### src/rtl/fc_pkg.sv
package fc_pkg;
  localparam int CHAR_W  = 8;
  localparam int THR_W   = 4;
  localparam int UNIT_SH = 2;
endpackage

### src/rtl/fc_rx_thresh.sv
module fc_rx_thresh #(
  parameter int LVL_W   = 7,
  parameter int THR_W   = fc_pkg::THR_W,
  parameter int UNIT_SH = fc_pkg::UNIT_SH
) (
  input  logic             clk,
  input  logic             rst,
  input  logic             enable,
  input  logic             hw_act,
  input  logic [LVL_W-1:0] level,
  input  logic [THR_W-1:0] halt_f,
  input  logic [THR_W-1:0] resume_f,
  output logic             halted,
  output logic             halt_evt,
  output logic             resume_evt,
  output logic             rts
);
  localparam int TW    = THR_W + UNIT_SH;
  localparam int CMP_W = (LVL_W > TW) ? LVL_W : TW;

  logic [CMP_W-1:0] lvl_e, halt_e, res_e;
  logic go_halt, go_res, halted_d;

  assign lvl_e  = CMP_W'(level);
  assign halt_e = CMP_W'(halt_f) << UNIT_SH;
  assign res_e  = CMP_W'(resume_f) << UNIT_SH;

  assign go_halt  = enable && (halt_f != '0) && !halted && (lvl_e >= halt_e);
  assign go_res   = halted && (!enable || (halt_f == '0) || (lvl_e <= res_e));
  assign halted_d = go_halt || (halted && !go_res);

  always_ff @(posedge clk) begin
    if (rst) begin
      halted     <= 1'b0;
      halt_evt   <= 1'b0;
      resume_evt <= 1'b0;
      rts        <= 1'b1;
    end else begin
      halted     <= halted_d;
      halt_evt   <= go_halt;
      resume_evt <= go_res;
      rts        <= !(hw_act && halted_d);
    end
  end

  // rts only falls after the halt level was reached
  p_rts_fall_r2: assert property (@(posedge clk) disable iff (rst)
    $fell(rts) |-> $past(lvl_e >= halt_e));
  // no release while above the resume level
  p_hold_r3: assert property (@(posedge clk) disable iff (rst)
    (halted && enable && halt_f != '0 && lvl_e > res_e) |=> halted);
  // zero halt field never halts
  p_zero_halt_r11: assert property (@(posedge clk) disable iff (rst)
    (halt_f == '0) |=> !halt_evt);
endmodule

### src/rtl/fc_sw_link.sv
module fc_sw_link #(
  parameter int CHAR_W = fc_pkg::CHAR_W
) (
  input  logic              clk,
  input  logic              rst,
  input  logic              sw_act,
  input  logic              rx_valid,
  input  logic [CHAR_W-1:0] rx_char,
  input  logic [CHAR_W-1:0] xon,
  input  logic [CHAR_W-1:0] xoff,
  output logic              paused,
  output logic              wr_en,
  output logic [CHAR_W-1:0] wr_data
);
  logic hit_on, hit_off;

  assign hit_on  = sw_act && rx_valid && (rx_char == xon);
  assign hit_off = sw_act && rx_valid && (rx_char == xoff);

  always_ff @(posedge clk) begin
    if (rst) begin
      paused  <= 1'b0;
      wr_en   <= 1'b0;
      wr_data <= '0;
    end else begin
      if (!sw_act)      paused <= 1'b0;
      else if (hit_off) paused <= 1'b1;
      else if (hit_on)  paused <= 1'b0;
      wr_en   <= rx_valid && !hit_on && !hit_off;
      wr_data <= rx_char;
    end
  end

  // control characters never reach the queue while in-band mode is on
  p_filter_r9: assert property (@(posedge clk) disable iff (rst)
    (wr_en && sw_act && $past(sw_act)) |-> (wr_data != xon && wr_data != xoff));
endmodule

### src/rtl/fc_tx_gate.sv
module fc_tx_gate #(
  parameter int CHAR_W = fc_pkg::CHAR_W
) (
  input  logic              clk,
  input  logic              rst,
  input  logic              hw_act,
  input  logic              sw_act,
  input  logic              cts,
  input  logic              paused,
  input  logic              halt_evt,
  input  logic              resume_evt,
  input  logic              ack,
  input  logic [CHAR_W-1:0] xon,
  input  logic [CHAR_W-1:0] xoff,
  output logic              req,
  output logic [CHAR_W-1:0] req_char,
  output logic              gate
);
  logic              req_d;
  logic [CHAR_W-1:0] char_d;

  always_comb begin
    req_d  = req;
    char_d = req_char;
    if (!sw_act) begin
      req_d = 1'b0;
    end else if (halt_evt) begin
      req_d  = 1'b1;
      char_d = xoff;
    end else if (resume_evt) begin
      req_d  = 1'b1;
      char_d = xon;
    end else if (ack) begin
      req_d = 1'b0;
    end
  end

  always_ff @(posedge clk) begin
    if (rst) begin
      req      <= 1'b0;
      req_char <= '0;
      gate     <= 1'b0;
    end else begin
      req      <= req_d;
      req_char <= char_d;
      gate     <= (!hw_act || cts) && (!sw_act || !paused) && !req_d;
    end
  end

  // control character has priority over data
  p_req_blocks_r7: assert property (@(posedge clk) disable iff (rst)
    req |-> !gate);
  // a request is held until acknowledged
  p_req_hold_r6: assert property (@(posedge clk) disable iff (rst)
    (req && !ack && sw_act) |=> req);
  // inactive CTS closes the gate
  p_cts_r4: assert property (@(posedge clk) disable iff (rst)
    (hw_act && !cts) |=> !gate);
endmodule

### src/rtl/flow_ctl_top.sv
module flow_ctl_top #(
  parameter int DEPTH = 64,
  localparam int LVL_W = $clog2(DEPTH + 1),
  localparam int CW    = fc_pkg::CHAR_W,
  localparam int TW    = fc_pkg::THR_W
) (
  input  logic             clk,
  input  logic             rst,
  input  logic             cfg_ext_en,
  input  logic             cfg_hw_en,
  input  logic             cfg_sw_en,
  input  logic [TW-1:0]    cfg_halt_lvl,
  input  logic [TW-1:0]    cfg_resume_lvl,
  input  logic [CW-1:0]    cfg_xon,
  input  logic [CW-1:0]    cfg_xoff,
  input  logic [LVL_W-1:0] rxq_level,
  input  logic             rx_valid,
  input  logic [CW-1:0]    rx_char,
  input  logic             cts_in,
  input  logic             ctl_ack,
  output logic             rts_out,
  output logic             tx_gate,
  output logic             ctl_req,
  output logic [CW-1:0]    ctl_char,
  output logic             rxq_wr_en,
  output logic [CW-1:0]    rxq_wr_data
);
  logic hw_act, sw_act, halted, halt_evt, resume_evt, paused;

  assign hw_act = cfg_ext_en && cfg_hw_en;
  assign sw_act = cfg_ext_en && cfg_sw_en;

  fc_rx_thresh #(.LVL_W(LVL_W)) u_thr (
    .clk(clk), .rst(rst), .enable(hw_act || sw_act), .hw_act(hw_act),
    .level(rxq_level), .halt_f(cfg_halt_lvl), .resume_f(cfg_resume_lvl),
    .halted(halted), .halt_evt(halt_evt), .resume_evt(resume_evt),
    .rts(rts_out));

  fc_sw_link #(.CHAR_W(CW)) u_sw (
    .clk(clk), .rst(rst), .sw_act(sw_act), .rx_valid(rx_valid),
    .rx_char(rx_char), .xon(cfg_xon), .xoff(cfg_xoff), .paused(paused),
    .wr_en(rxq_wr_en), .wr_data(rxq_wr_data));

  fc_tx_gate #(.CHAR_W(CW)) u_gate (
    .clk(clk), .rst(rst), .hw_act(hw_act), .sw_act(sw_act), .cts(cts_in),
    .paused(paused), .halt_evt(halt_evt), .resume_evt(resume_evt),
    .ack(ctl_ack), .xon(cfg_xon), .xoff(cfg_xoff), .req(ctl_req),
    .req_char(ctl_char), .gate(tx_gate));

  // master enable off keeps the line open
  p_ext_off_r10: assert property (@(posedge clk) disable iff (rst)
    (!cfg_ext_en && $past(!cfg_ext_en)) |-> rts_out);
  // after reset the handshake lines are idle
  p_reset_r1: assert property (@(posedge clk)
    $past(rst) |-> (rts_out && !ctl_req && !rxq_wr_en));
endmodule

### config.mk
export PLATFORM = sky130hd
export DESIGN_NAME = flow_ctl_top
export DESIGN_NICKNAME = d
export VERILOG_FILES = /design/src/rtl/fc_pkg.sv /design/src/rtl/fc_rx_thresh.sv /design/src/rtl/fc_sw_link.sv /design/src/rtl/fc_tx_gate.sv /design/src/rtl/flow_ctl_top.sv
export SDC_FILE = /design/constraint.sdc
export NUM_CORES = 1
export LEC_CHECK = 0
export BUFFER_PORTS_ARGS = -buffer_cell sky130_fd_sc_hd__clkbuf_2
export CAP_MARGIN = 20
export CORE_MARGIN = 2
export CORE_UTILIZATION = 30
export CTS_BUF_LIST = sky130_fd_sc_hd__clkbuf_16
export CTS_CLUSTER_DIAMETER = 150
export DETAILED_ROUTE_END_ITERATION = 10
export MAX_ROUTING_LAYER = met4
export PLACE_DENSITY = 0.62
export SYNTH_ARGS = -nofsm -noshare
export SYNTH_HDL_FRONTEND = slang
export SYNTH_HIERARCHICAL = 1
export SYNTH_SLANG_ARGS = --single-unit
### constraint.sdc
create_clock -name clk -period 2 [get_ports clk]
set_input_delay 0 -clock clk [delete_from_list [all_inputs] [get_ports clk]]
set_output_delay 0 -clock clk [all_outputs]
set_load 0.01 [all_outputs]
Word level (Yosys, flattened, before mapping)

Cells that the tools add are included.

Reduce and logical (&&, ||, !) cells: 37
$lt $le $gt $ge: 2
Multiplexer cells: 8
Bitwise operators: 1
Eq/ne operators: 2

Operators by type and width:

| kind                         | count |
|---|---|
| equality test 8 bit          | 2 |
| 2-to-1 mux 8 bit             | 2 |
| logical AND 1 bit            | 15 |
| logical NOT 1 bit            | 10 |
| >= comparator 7 x 6 -> 1 bit | 1 |
| <= comparator 7 x 6 -> 1 bit | 1 |
| logical OR 1 bit             | 6 |
| 2-to-1 mux 1 bit             | 6 |
| logical NOT 4 bit            | 1 |
| nonzero test 2 bit           | 2 |
| nonzero test 4 bit           | 1 |
| AND reduction 2 bit          | 1 |
| OR reduction 2 bit           | 1 |
| NOT 1 bit                    | 1 |

Output and inout port bits: 20
Logic and storage cells: 60
Input bits: 47
Flip-flop bits (word level): 24

Longest topological paths before layout

Gate-level depths: netlist of the first run.

Depth in word-level cells: 11
Gate-level depth with buffers: 6

Modules after synthesis

The synthesis of the first run kept the hierarchy.

By module, submodules not included:

| module       | times used | cells each | sequential area each (um^2) | area each (um^2) |
|---|---|---|---|---|
| fc_sw_link   | 1          | 47         | 200.2                       | 466.7 |
| fc_tx_gate   | 1          | 44         | 200.2                       | 445.4 |
| fc_rx_thresh | 1          | 38         | 80.1                        | 365.4 |
| flow_ctl_top | 1          | 3          | 0.0                         | 20.0 |

Least setup slack after synthesis of the first run

OpenSTA, ideal clock, no wires.

Kind: in2reg
From: input port rxq_level[2]
To: register u_thr.rts
Slack: 0.678 ns
Required time: 1.869 ns
Arrival time: 1.191 ns
Stages on the path: 6
Library setup time: 0.131 ns
Buffers on the path: 0
Cells stage by stage: inv_1 > ha_1 > nor4bb_1 > o311ai_1 > a2111oi_4 > o21ai_0

Word-level cells in the longest chain between the ends: 8
Elaborated cells between the ends (all ways): 10

Ends and longest elaborated chain:

| item                         | RTL line           | source |
|---|---|---|
| from (decl)                  | flow_ctl_top.sv:16 | `input logic [LVL_W-1:0] rxq_level,` |
| <= comparator 7 x 6 -> 1 bit | fc_rx_thresh.sv:29 | `assign go_res = halted && (!enable \|\| (halt_f == '0) \|\| (lvl_e <= res_e));` |
| logical OR 1 bit             | fc_rx_thresh.sv:29 |  |
| logical AND 1 bit            | fc_rx_thresh.sv:29 |  |
| logical NOT 1 bit            | fc_rx_thresh.sv:30 | `assign halted_d = go_halt \|\| (halted && !go_res);` |
| logical AND 1 bit            | fc_rx_thresh.sv:30 |  |
| logical OR 1 bit (*)         | fc_rx_thresh.sv:30 |  |
| logical AND 1 bit (*)        | fc_rx_thresh.sv:42 | `rts <= !(hw_act && halted_d);` |
| logical NOT 1 bit (*)        | fc_rx_thresh.sv:42 |  |
| to (signal assigned)         | fc_rx_thresh.sv:42 |  |
| to (decl)                    | fc_rx_thresh.sv:16 | `output logic rts` |

Mark *: on every way between the ends. The rest lies on a longest branch, timed or not.
A chain may end at the register's enable or synchronous reset.

Worst setup path in the final report of the first run

From: register u_thr.halt_evt
To: register u_gate.req_char[6]

Word-level cells in the longest chain between the ends: 2
Elaborated cells between the ends (all ways): 3

Ends and longest elaborated chain:

| item                          | RTL line           | source |
|---|---|---|
| from (decl)                   | fc_rx_thresh.sv:14 | `output logic halt_evt,` |
| from (signal assigned)        | fc_rx_thresh.sv:40 | `halt_evt <= go_halt;` |
| nonzero test 2 bit (no line)  | n/a                |  |
| AND reduction 2 bit (no line) | n/a                |  |
| to (signal assigned)          | fc_tx_gate.sv:45   | `req_char <= char_d;` |
| to (decl)                     | fc_tx_gate.sv:16   | `output logic [CHAR_W-1:0] req_char,` |

Several ways; a longest one is shown, not always the timed one.

==> metrics.md, run 1 <==
| Metric | Value |
|---|---|
| Synth Flop Type | dfxtp_1 |
| Via count | 1173 |
| Rows | 23 |
| GRT Overall Usage | 0.1365 |
| DR WL/cell | 12.45 µm |
| Initial antenna violation count | 0 |
| Mean post-synth cell area | between 9 and 10 µm² |
| Worst r2r src | u_thr/halt_evt |
| Fillers | 425 |
| DPL Wire Length | 2557 µm |
| Clock Skew | 0.004193 ns |
| Clock Tree Buf Depth | 2 |
| Slew headroom | 0.6477 |
| Syn Inst Count | 132 |
| Post-route ant nets | 0 |
| Mapped Nets | 187 |
| Share of the synthesized area in the top cell type | 0.3703 |
| Crit Path Category | reg2reg |
| Reg area | between 400 and 500 µm² |
| Worst-Margin Slew | 0.5285 ns |
| WHS | 0.01909 ns |
| CP Launch Type | flop |
| Non-filler instance count after layout | 252 |
| Fin. Hold Viols | 0 |
| R2r setup slk | approximately 0.55 ns |
| Fmax | 689.9 MHz |
| R2R Path End | u_gate/req_char[6] |
| Post-CTS setup buffers | 0 |
| Async SR Flop Fraction | 0 |
| Count of cells resized by post-cts repair | 0 |
| Part of the cycle the worst path needs | 0.7248 |
| Nets | 258 |
| Final setup TNS | 0 ns |
| Clk slew on worst S/H paths | 0.06 ns |
| Pre-antenna DRT Iters | 4 |
| Grt ovf | 0 |
| Clock root buffer | clkbuf_16 |
| Largest cells by area after synthesis | dfxtp_1, xnor2_1, ha_1 |
| Flops & latches, synth | 24 |
| Num CTS Buffers | 3 |
| IO Port Bufs | 66 |
| Crit path DAT | 1.62 ns |
| H-tree levels | 1 |
| EDFF count, synth | 0 |
| VDD IR max | approximately 0.38 mV |
| Critical Path Source | u_thr/halt_evt |
| Worst skew pair latency | 0.26 ns |
| PwrDens | between 700 and 800 mW/mm² |
| Vias in the first global route | around 1100 |
| First-pass GRT wire length | 5306 µm |
| Multi-input gate area | 752.0 µm² |
| Outcome | completed |
| Final setup vio count | 0 |
| Cells after DPL | 246 |
| Die W | about 70 µm |
| Crit. End Element | flop |
| IO Pins | 67 |
| Cts hold-fix bufs | 2 |
| Sequential share of the synthesized area | 0.3703 |
| Hold Path Class | in2reg |
| Drt drc | 0 |
| Max Cap Violations | 0 |
| CP required | 2.17 ns |
| Period minus WS final | between 1 and 1.5 ns |
| Cells on worst reg2reg path | 3 |
| Pin count of the biggest net entering global routing | 24 |
| Core Box Area | 0.004086 mm² |
| Starting Density | 0.3175 |
| Area growth, synth to finish | 38.96% |
| Most instantiated library cell after synthesis | dfxtp_1 |
| Pleak | 0.8361 nW |
| Synth cell count leaders | dfxtp_1, xnor2_1, inv_1 |
| Die ar. | 0.004867 mm² |
| CTS tree | built |
| Iteration-0 DRC Markers | 34 |
| Placer congestion estimate | 0.8305 |
| Worst-path fanout max | 16 |
| Library cells used by synthesis | 37 |
| Leading area contributor after synthesis | dfxtp_1 |
| Final wirelength | 3138 µm |
| Share of cells above drive strength 1 | 0.3713 |
| Synthesized cell area | 0.001297 mm² |
| Clock sink count | 24 |
| Setup crit end | u_gate/req_char[6] |
| Vias per std cell | 4.655 |
| Ant. Diodes | 0 |
| Number of synthesis warnings | 6 |
| DIE HEIGHT | around 70 µm |
| RSZ-0062 raised after global routing | false |
| Slew Viols, Final | 0 |
cell usage in the layout (no fill, tap or decap), drive strengths merged:
cell / count
ha: 8
o311ai: 1
o31ai: 1
a2111oi: 2
nand3: 2
inv: 12
dfxtp: 24
a211oi: 9
or4: 2
nor4: 1
buf: 1
mux2i: 8
nand2: 2
clkbuf: 69
xor2: 1
and4b: 1
nor3: 1
a31o: 1
a221o: 1
o221ai: 1
nor2b: 11
or2: 1
and2: 2
a21oi: 2
o311a: 1
bufinv: 1
o21ai: 1
o21a: 3
a221oi: 1
o41ai: 2
nand2b: 1
nand4: 1
nor4bb: 2
nor2: 10
xnor2: 13
dlygate4sd3: 2
metal layers:
metal / track usage / part of all wire / vias to the layer above
met2: 0.2201 / 0.48 / 27
met3: 0.03198 / 0.049 / 4
li1: - / - / 617
met5: - / 0 / -
met1: 0.1735 / 0.47 / 525
met4: 0.03205 / 0.0086 / 0
kinds of logic (layout without fill, tap and decap cells):
group / count (synthesis) / count (layout) / share of synthesized area
AO/OA/AOI/OAI: 26 / 26 / 0.1832
XOR/XNOR: 14 / 14 / 0.09451
adder cells (fa/ha/maj): 8 / 8 / 0.07715
buffers and inverters: 15 / 85 / 0.05014
flip-flops: 24 / 24 / 0.3703
multiplexers: 8 / 8 / 0.06172
AND/OR/NAND/NOR: 37 / 37 / 0.1630
per-stage QoR:
step	instance area [µm²]	utilization	setup slack, ns	power (mW)
after detailed placement	1678	0.4106	0.4815	0.7488
after global routing	1803	0.4412	0.4324	1.366
after CTS	1803	0.4412	0.5639	1.322
after global placement	1678	0.4106	0.4759	0.7487
after floorplan	1297	-	0.6780	0.6435
final	1803	0.4412	0.5505	1.307
layout make-up:
cell class	count	area share
timing repair buffer	69	0.1985
tap	50	0.03470
multi-input combinational	93	0.4171
clock inverter	1	0.01666
sequential	24	0.2665
clock buffer	3	0.04164
inverter	12	0.02498
power breakdown:
group	switching, mW	internal, mW	total, mW
Clock	0.168	0.398	0.566
Sequential	0.0115	0.500	0.511
Combinational	0.114	0.116	0.230
Total	0.294	1.01	1.31
registers in the layout, indices dropped and copies added, names as in the netlist:
register	count
u_gate/gate	1
u_gate/req	1
u_gate/req_char	8
u_sw/paused	1
u_sw/wr_data	8
u_sw/wr_en	1
u_thr/halt_evt	1
u_thr/halted	1
u_thr/resume_evt	1
u_thr/rts	1
worst max-delay path, stage by stage, from the launching register on:
cell      delay (ns)
dfxtp_1         0.52
o21a_1          0.53
nor2_1          0.08
a211oi_1        0.23
worst min-delay path by stage:
stage	from	to	slack (ns)	cells after the start
2_1_floorplan	rst	u_sw/wr_data[0]	0.07	1
3_3_place_gp	cts_in	u_gate/gate	0.26	3
3_5_place_dp	cts_in	u_gate/gate	0.25	3
4_1_cts	rx_char[7]	u_sw/wr_data[7]	0.02	2
5_1_grt	rx_char[7]	u_sw/wr_data[7]	0.02	2
6_report	rx_char[3]	u_sw/wr_data[3]	0.02	2
Power figures use the tool's default switching activity.
==> run 2: changes to the inputs <==
--- a/config.mk
+++ b/config.mk
@@ -13,7 +13,7 @@
 export CTS_CLUSTER_DIAMETER = 150
 export DETAILED_ROUTE_END_ITERATION = 10
 export MAX_ROUTING_LAYER = met4
-export PLACE_DENSITY = 0.62
+export PLACE_DENSITY = 0.64
 export SYNTH_ARGS = -nofsm -noshare
 export SYNTH_HDL_FRONTEND = slang
 export SYNTH_HIERARCHICAL = 1
==> constraint.sdc (replaced) <==
create_clock -name clk -period 1.31 [get_ports clk]
set_input_delay 0 -clock clk [delete_from_list [all_inputs] [get_ports clk]]
set_output_delay 0 -clock clk [all_outputs]
set_load 0.01 [all_outputs]
==> metrics.md, run 2 (synthesis results as in run 1) <==
| Metric | Value |
|---|---|
| First-pass GRT wire length | 5257 µm (was 5306 µm) |
| R2R Path End | u_gate/gate (was u_gate/req_char[6]) |
| Hold endpoint | u_gate/gate (was u_sw/wr_data[3]) |
| Placer congestion estimate | 0.8446 (was 0.8305) |
| Pre-antenna DRT Iters | 4 (unchanged) |
| Cells on worst reg2reg path | 3 (unchanged) |
| Die W | 69.77 µm (unchanged) |
| Core Box Area | 0.004086 mm² (unchanged) |
| R2r setup slk | 0.14 ns (was 0.55 ns) |
| Multi-input gate area | 768.2 µm² (was 752.0 µm²) |
| Worst-path fanout max | 3 (was 16) |
| Clock sink count | 24 (unchanged) |
| Nets | 266 (was 258) |
| Hold Path Class | in2reg (unchanged) |
| Clk slew on worst S/H paths | 0.06 ns (about the same) |
| Grt ovf | 0 (unchanged) |
| Rows | 23 (unchanged) |
| Fin. Hold Viols | 0 (unchanged) |
| Reg area | 480.5 µm² (unchanged) |
| Ant. Diodes | 0 (unchanged) |
| IO Pins | 67 (unchanged) |
| Worst r2r src | u_gate/req (was u_thr/halt_evt) |
| Max Cap Violations | 0 (unchanged) |
| Slew headroom | 0.7154 (was 0.6477) |
| Fillers | 402 (was 425) |
| Worst Hold Depth | 3 (was 2) |
| GRT Overall Usage | 0.1327 (was 0.1365) |
| Clock root buffer | clkbuf_16 (unchanged) |
| Part of the cycle the worst path needs | 0.9359 |
| Initial antenna violation count | 0 (unchanged) |
| Pin count of the biggest net entering global routing | 22 (was 24) |
| Hold Path Origin | cts_in (was rx_char[3]) |
| Crit. End Element | flop (unchanged) |
| CP Launch Type | primary input (was flop) |
| Slew Viols, Final | 0 (unchanged) |
| H-tree levels | 1 (unchanged) |
| CP required | 1.45 ns (was 2.17 ns) |
| Clock Skew | 0.001786 ns (was 0.004193 ns) |
| Top Registers | u_gate/req_char x8, u_sw/wr_data x8 (unchanged) |
| Crit path DAT | 1.36 ns (was 1.62 ns) |
| Via count | 1174 (was 1173) |
| Commonest non-fill, non-tap cell in the layout | clkbuf_2 (unchanged) |
| DPL Wire Length | 2658 µm (was 2557 µm) |
| DR WL/cell | 12.09 µm (was 12.45 µm) |
| Final wirelength | 3132 µm (was 3138 µm) |
| RSZ-0062 raised after global routing | false (unchanged) |
| Worst-Margin Slew | 0.4202 ns (was 0.5285 ns) |
| PwrDens | 968.1 mW/mm² (was 725.0 mW/mm²) |
| Clock Tree Buf Depth | 2 (unchanged) |
| Starting Density | 0.3175 (unchanged) |
| Share of cells above drive strength 1 | 0.4115 (was 0.3713) |
| Area growth, synth to finish | 42.53% (was 38.96%) |
| CTS tree | built (unchanged) |
| Fin util | 0.4525 (was 0.4412) |
| DIE HEIGHT | 69.77 µm (unchanged) |
| Crit Path Category | in2reg (was reg2reg) |
| Outcome | completed (unchanged) |
| Iteration-0 DRC Markers | 17 (was 34) |
| Drt drc | 0 (unchanged) |
| VDD IR max | 0.4193 mV (was 0.3849 mV) |
| Final setup vio count | 0 (unchanged) |
| Pleak | 0.8735 nW (was 0.8361 nW) |
| IO Port Bufs | 66 (unchanged) |
| Non-filler instance count after layout | 259 (was 252) |
| WHS | 0.005143 ns (was 0.01909 ns) |
| Vias in the first global route | 1167 (was 1148) |
| Post-route ant nets | 0 (unchanged) |
| Die ar. | 0.004867 mm² (unchanged) |
| Fmax | 815.7 MHz |
| Worst skew pair latency | 0.25 ns (was 0.26 ns) |
| Num CTS Buffers | 3 (unchanged) |
| Vias per std cell | 4.533 (was 4.655) |
| Total power | 1.790 mW (was 1.307 mW) |
| Commonest cells after routing, fill and taps aside | clkbuf_2, dfxtp_1, xnor2_1, inv_1, nor2b_1 (unchanged) |
| Cells after DPL | 255 (was 246) |
| Period minus WS final | around 1.2 ns |
[run 2: through the flow]
stage	instance area, µm²	TNS, ns	worst slack, ns
6_report	1849	0	0.08401
5_1_grt	1849	0	0.006859
4_1_cts	1831	0	0.02763
3_5_place_dp	1745	-0.3869	-0.1891
3_3_place_gp	1745	-0.3335	-0.1611
2_1_floorplan	1297	0	0.009239
[run 2: where the power goes]
group | leakage [nW] | internal (mW) | switching, mW
sequential | 0.197 | 0.763 | 0.0135
clock | 0.0370 | 0.403 | 0.233
combinational | 0.639 | 0.193 | 0.184
total | 0.874 | 1.36 | 0.431
[run 2: how the worst max path moves through the flow]
| stage | startpoint | endpoint | slack (ns) | cells after the start |
|---|---|---|---|---|
| after floorplan | cfg_resume_lvl[3] | u_thr/rts | 0.009 | 6 |
| after global placement | cfg_halt_lvl[1] | u_thr/halted | -0.16 | 7 |
| after detailed placement | cfg_resume_lvl[3] | u_thr/rts | -0.19 | 7 |
| after CTS | rx_valid | u_sw/paused | 0.03 | 6 |
| after global routing | cfg_resume_lvl[3] | u_thr/rts | 0.007 | 7 |
| final | cfg_halt_lvl[1] | u_thr/halted | 0.08 | 7 |
[run 2: critical path: stages]
cell and delay [ns]:
clkbuf_2 0.10, inv_1 0.04, ha_1 0.27, nor2b_1 0.13, o311ai_1 0.41, a2111oi_4 0.15, or2_1 0.26
[run 2: cell type report]
class | instances | area share
Clock buffer | 3 | 0.04060
Multi-Input combinational cell | 93 | 0.4154
Inverter | 12 | 0.02436
Tap cell | 50 | 0.03383
Timing Repair Buffer | 77 | 0.2260
Sequential cell | 24 | 0.2598
[run 2: what timing repair did]
| item | 4_1_cts | 5_1_grt |
|---|---|---|
| setup endpoints to repair | 0 | 4 |
| resized for setup | 0 | 4 |
| endpoints found under the hold margin | 1 | 0 |
| buffers inserted | 0 | 0 |
| hold buffers | 1 | 0 |
[run 2: routing by layer]
layer / wire length, µm / GRT usage / share of wire
met1: 1513 / 0.1758 / 0.48
met4: 21 / 0.02564 / 0.0067
met2: 1476 / 0.2159 / 0.47
met3: 120 / 0.02035 / 0.038
met5: 0 / - / 0
==> run 3: changes to the inputs <==
--- a/config.mk
+++ b/config.mk
@@ -14,6 +14,7 @@
 export DETAILED_ROUTE_END_ITERATION = 10
 export MAX_ROUTING_LAYER = met4
 export PLACE_DENSITY = 0.64
+export RECOVER_POWER = 25
 export SYNTH_ARGS = -nofsm -noshare
 export SYNTH_HDL_FRONTEND = slang
 export SYNTH_HIERARCHICAL = 1
==> metrics.md, run 3 (synthesis results as in run 1) <==
| Metric | Value |
|---|---|
| Die W | 69.77 µm (unchanged) |
| Clock Tree Buf Depth | 2 (unchanged) |
| Pre-antenna DRT Iters | 4 (unchanged) |
| Final WS setup | 0.08317 ns (was 0.08401 ns) |
| CTS tree | built (unchanged) |
| IO Pins | 67 (unchanged) |
| Ant. Diodes | 0 (unchanged) |
| Wire length on met3 | 117 µm (was 120 µm) |
| WP depth | 7 (unchanged) |
| Part of the cycle the worst path needs | 0.9365 (was 0.9359) |
| Slew headroom | 0.3875 (was 0.7154) |
| Max Cap Violations | 0 (unchanged) |
| Share of cells above drive strength 1 | 0.3923 (was 0.4115) |
| Final wirelength | 3137 µm (was 3132 µm) |
| PwrDens | 968.5 mW/mm² (was 968.1 mW/mm²) |
| Clk slew on worst S/H paths | 0.06 ns (about the same) |
| Worst Hold Depth | 3 (unchanged) |
| Pin count of the biggest net entering global routing | 22 (unchanged) |
| Slowest CP cell | o311ai_1 (unchanged) |
| Fin util | 0.4507 (was 0.4525) |
| Die ar. | 0.004867 mm² (unchanged) |
| Family with the most delay on the worst path | compound AO/OA/AOI/OAI gates (unchanged) |
| Fmax | 815.1 MHz (was 815.7 MHz) |
| CP required | 1.45 ns (about the same) |
| Worst-path fanout max | 3 (unchanged) |
| Core Box Area | 0.004086 mm² (unchanged) |
| CP Buf/Inv Count | 2 (unchanged) |
| Non-filler instance count after layout | 259 (unchanged) |
| WHS | 0.005361 ns (was 0.005143 ns) |
| Met2 Routed Length | 1476 µm (unchanged) |
| Nets | 266 (unchanged) |
| Initial antenna violation count | 0 (unchanged) |
| DIE HEIGHT | 69.77 µm (unchanged) |
| Placer congestion estimate | 0.8446 (unchanged) |
| Via count | 1175 (was 1174) |
| Max stage delay on crit path | 0.41 ns (about the same) |
| Cells on worst reg2reg path | 3 (unchanged) |
| CP Launch Type | primary input (unchanged) |
| Crit path DAT | 1.36 ns (about the same) |
| Period minus WS final | 1.227 ns (was 1.226 ns) |
| Crit. End Element | flop (unchanged) |
| Post-CTS setup buffers | 0 (unchanged) |
| Area growth, synth to finish | 41.95% (was 42.53%) |
| Slew Viols, Final | 0 (unchanged) |
| Clock sink count | 24 (unchanged) |
| Final instance area | 0.001842 mm² (was 0.001849 mm²) |
| Rows | 23 (unchanged) |
| Vias in the first global route | 1167 (unchanged) |
| Commonest cells after routing, fill and taps aside | clkbuf_2, dfxtp_1, xnor2_1, inv_1, nor2b_1 (unchanged) |
| DP Worst Slack | -0.1891 ns (unchanged) |
| RSZ-0062 raised after global routing | false (unchanged) |
| GRT Overall Usage | 0.1327 (unchanged) |
| Outcome | completed (unchanged) |
| Cells after DPL | 255 (unchanged) |
| VDD IR max | 0.4106 mV (was 0.4193 mV) |
| Top Registers | u_gate/req_char x8, u_sw/wr_data x8 (unchanged) |
| Fin. Hold Viols | 0 (unchanged) |
| DR WL/cell | 12.11 µm (was 12.09 µm) |
| Post-route ant nets | 0 (unchanged) |
| H-tree levels | 1 (unchanged) |
| Final setup vio count | 0 (unchanged) |
| Commonest non-fill, non-tap cell in the layout | clkbuf_2 (unchanged) |
| DR top layer | met4 (unchanged) |
| Iteration-0 DRC Markers | 16 (was 17) |
| Clock Skew | 0.001023 ns (was 0.001786 ns) |
| DPL Wire Length | 2658 µm (unchanged) |
| IO Port Bufs | 66 (unchanged) |
| DP Area | 0.001745 mm² (unchanged) |
| Starting Density | 0.3175 (unchanged) |
| M1 WL | 1522 µm (was 1513 µm) |
| Worst-Margin Slew | 0.9188 ns (was 0.4202 ns) |
| Num CTS Buffers | 3 (unchanged) |
| Pleak | 0.8605 nW (was 0.8735 nW) |
| Vias per std cell | 4.537 (was 4.533) |
| Drt drc | 0 (unchanged) |
| Clock root buffer | clkbuf_16 (unchanged) |
| Worst skew pair latency | 0.25 ns (about the same) |
| Hold Path Class | in2reg (unchanged) |
| Grt ovf | 0 (unchanged) |
| Crit Path Category | in2reg (unchanged) |
| First-pass GRT wire length | 5257 µm (unchanged) |
| CP cell instances | clkbuf_2, inv_1, ha_1, nor2b_1, o311ai_1, a2111oi_4, or2_1 (unchanged) |
[run 3: changes by cell type in the layout (fill, tap and decap cells not counted), sizes merged]
cell    before  now
buf         10    9
clkbuf      69   70
[run 3: stage by stage]
step	setup TNS (ns)	total power [mW]
floorplan	0	0.9826
global placement	-0.3335	1.164
detailed placement	-0.3869	1.164
CTS	0	1.806
global route	0	1.886
finish	0	1.784
[run 3: worst paths after layout]
| check | startpoint | to | slack, ns |
|---|---|---|---|
| worst max-delay path | cfg_halt_lvl[1] | u_thr/halted | 0.08 |
| worst min-delay path | cts_in | u_gate/gate | 0.005 |
| worst max register to register | u_gate/req | u_gate/gate | 0.13 |
| worst min register to register | u_sw/paused | u_sw/paused | 0.46 |
[run 3: where the power goes]
group	internal, mW	switching [mW]	total, mW
Combinational	0.191	0.184	0.375
Clock	0.403	0.229	0.632
Sequential	0.763	0.0135	0.777
[run 3: layout make-up]
type | count | area [µm²]
fillers | 407 | 2245
multi-input cells | 93 | 768.2
flip-flops and latches | 24 | 480.5
repair buffers | 77 | 410.4
clock buffers | 3 | 75.07
well taps | 50 | 62.56
inverters | 12 | 45.04
[run 3: repair_timing]
item                                    CTS  global route
endpoints found under the setup margin    0             4
resized for setup                         0             4
hold endpoints to repair                  1             0
hold buffers                              1             0
[run 3: worst reg2reg max path, stage by stage, from the launching register on]
cell      delay (ns)
dfxtp_1         0.30
nor2b_1         0.14
or4_1           0.42
a221oi_2        0.22
[run 3: per-layer routing]
metal  vias to the layer above  track usage
li1                        629            -
met1                       515       0.1758
met2                        29       0.2159
met3                         2      0.02035
met4                         0      0.02564
met5                         -            -
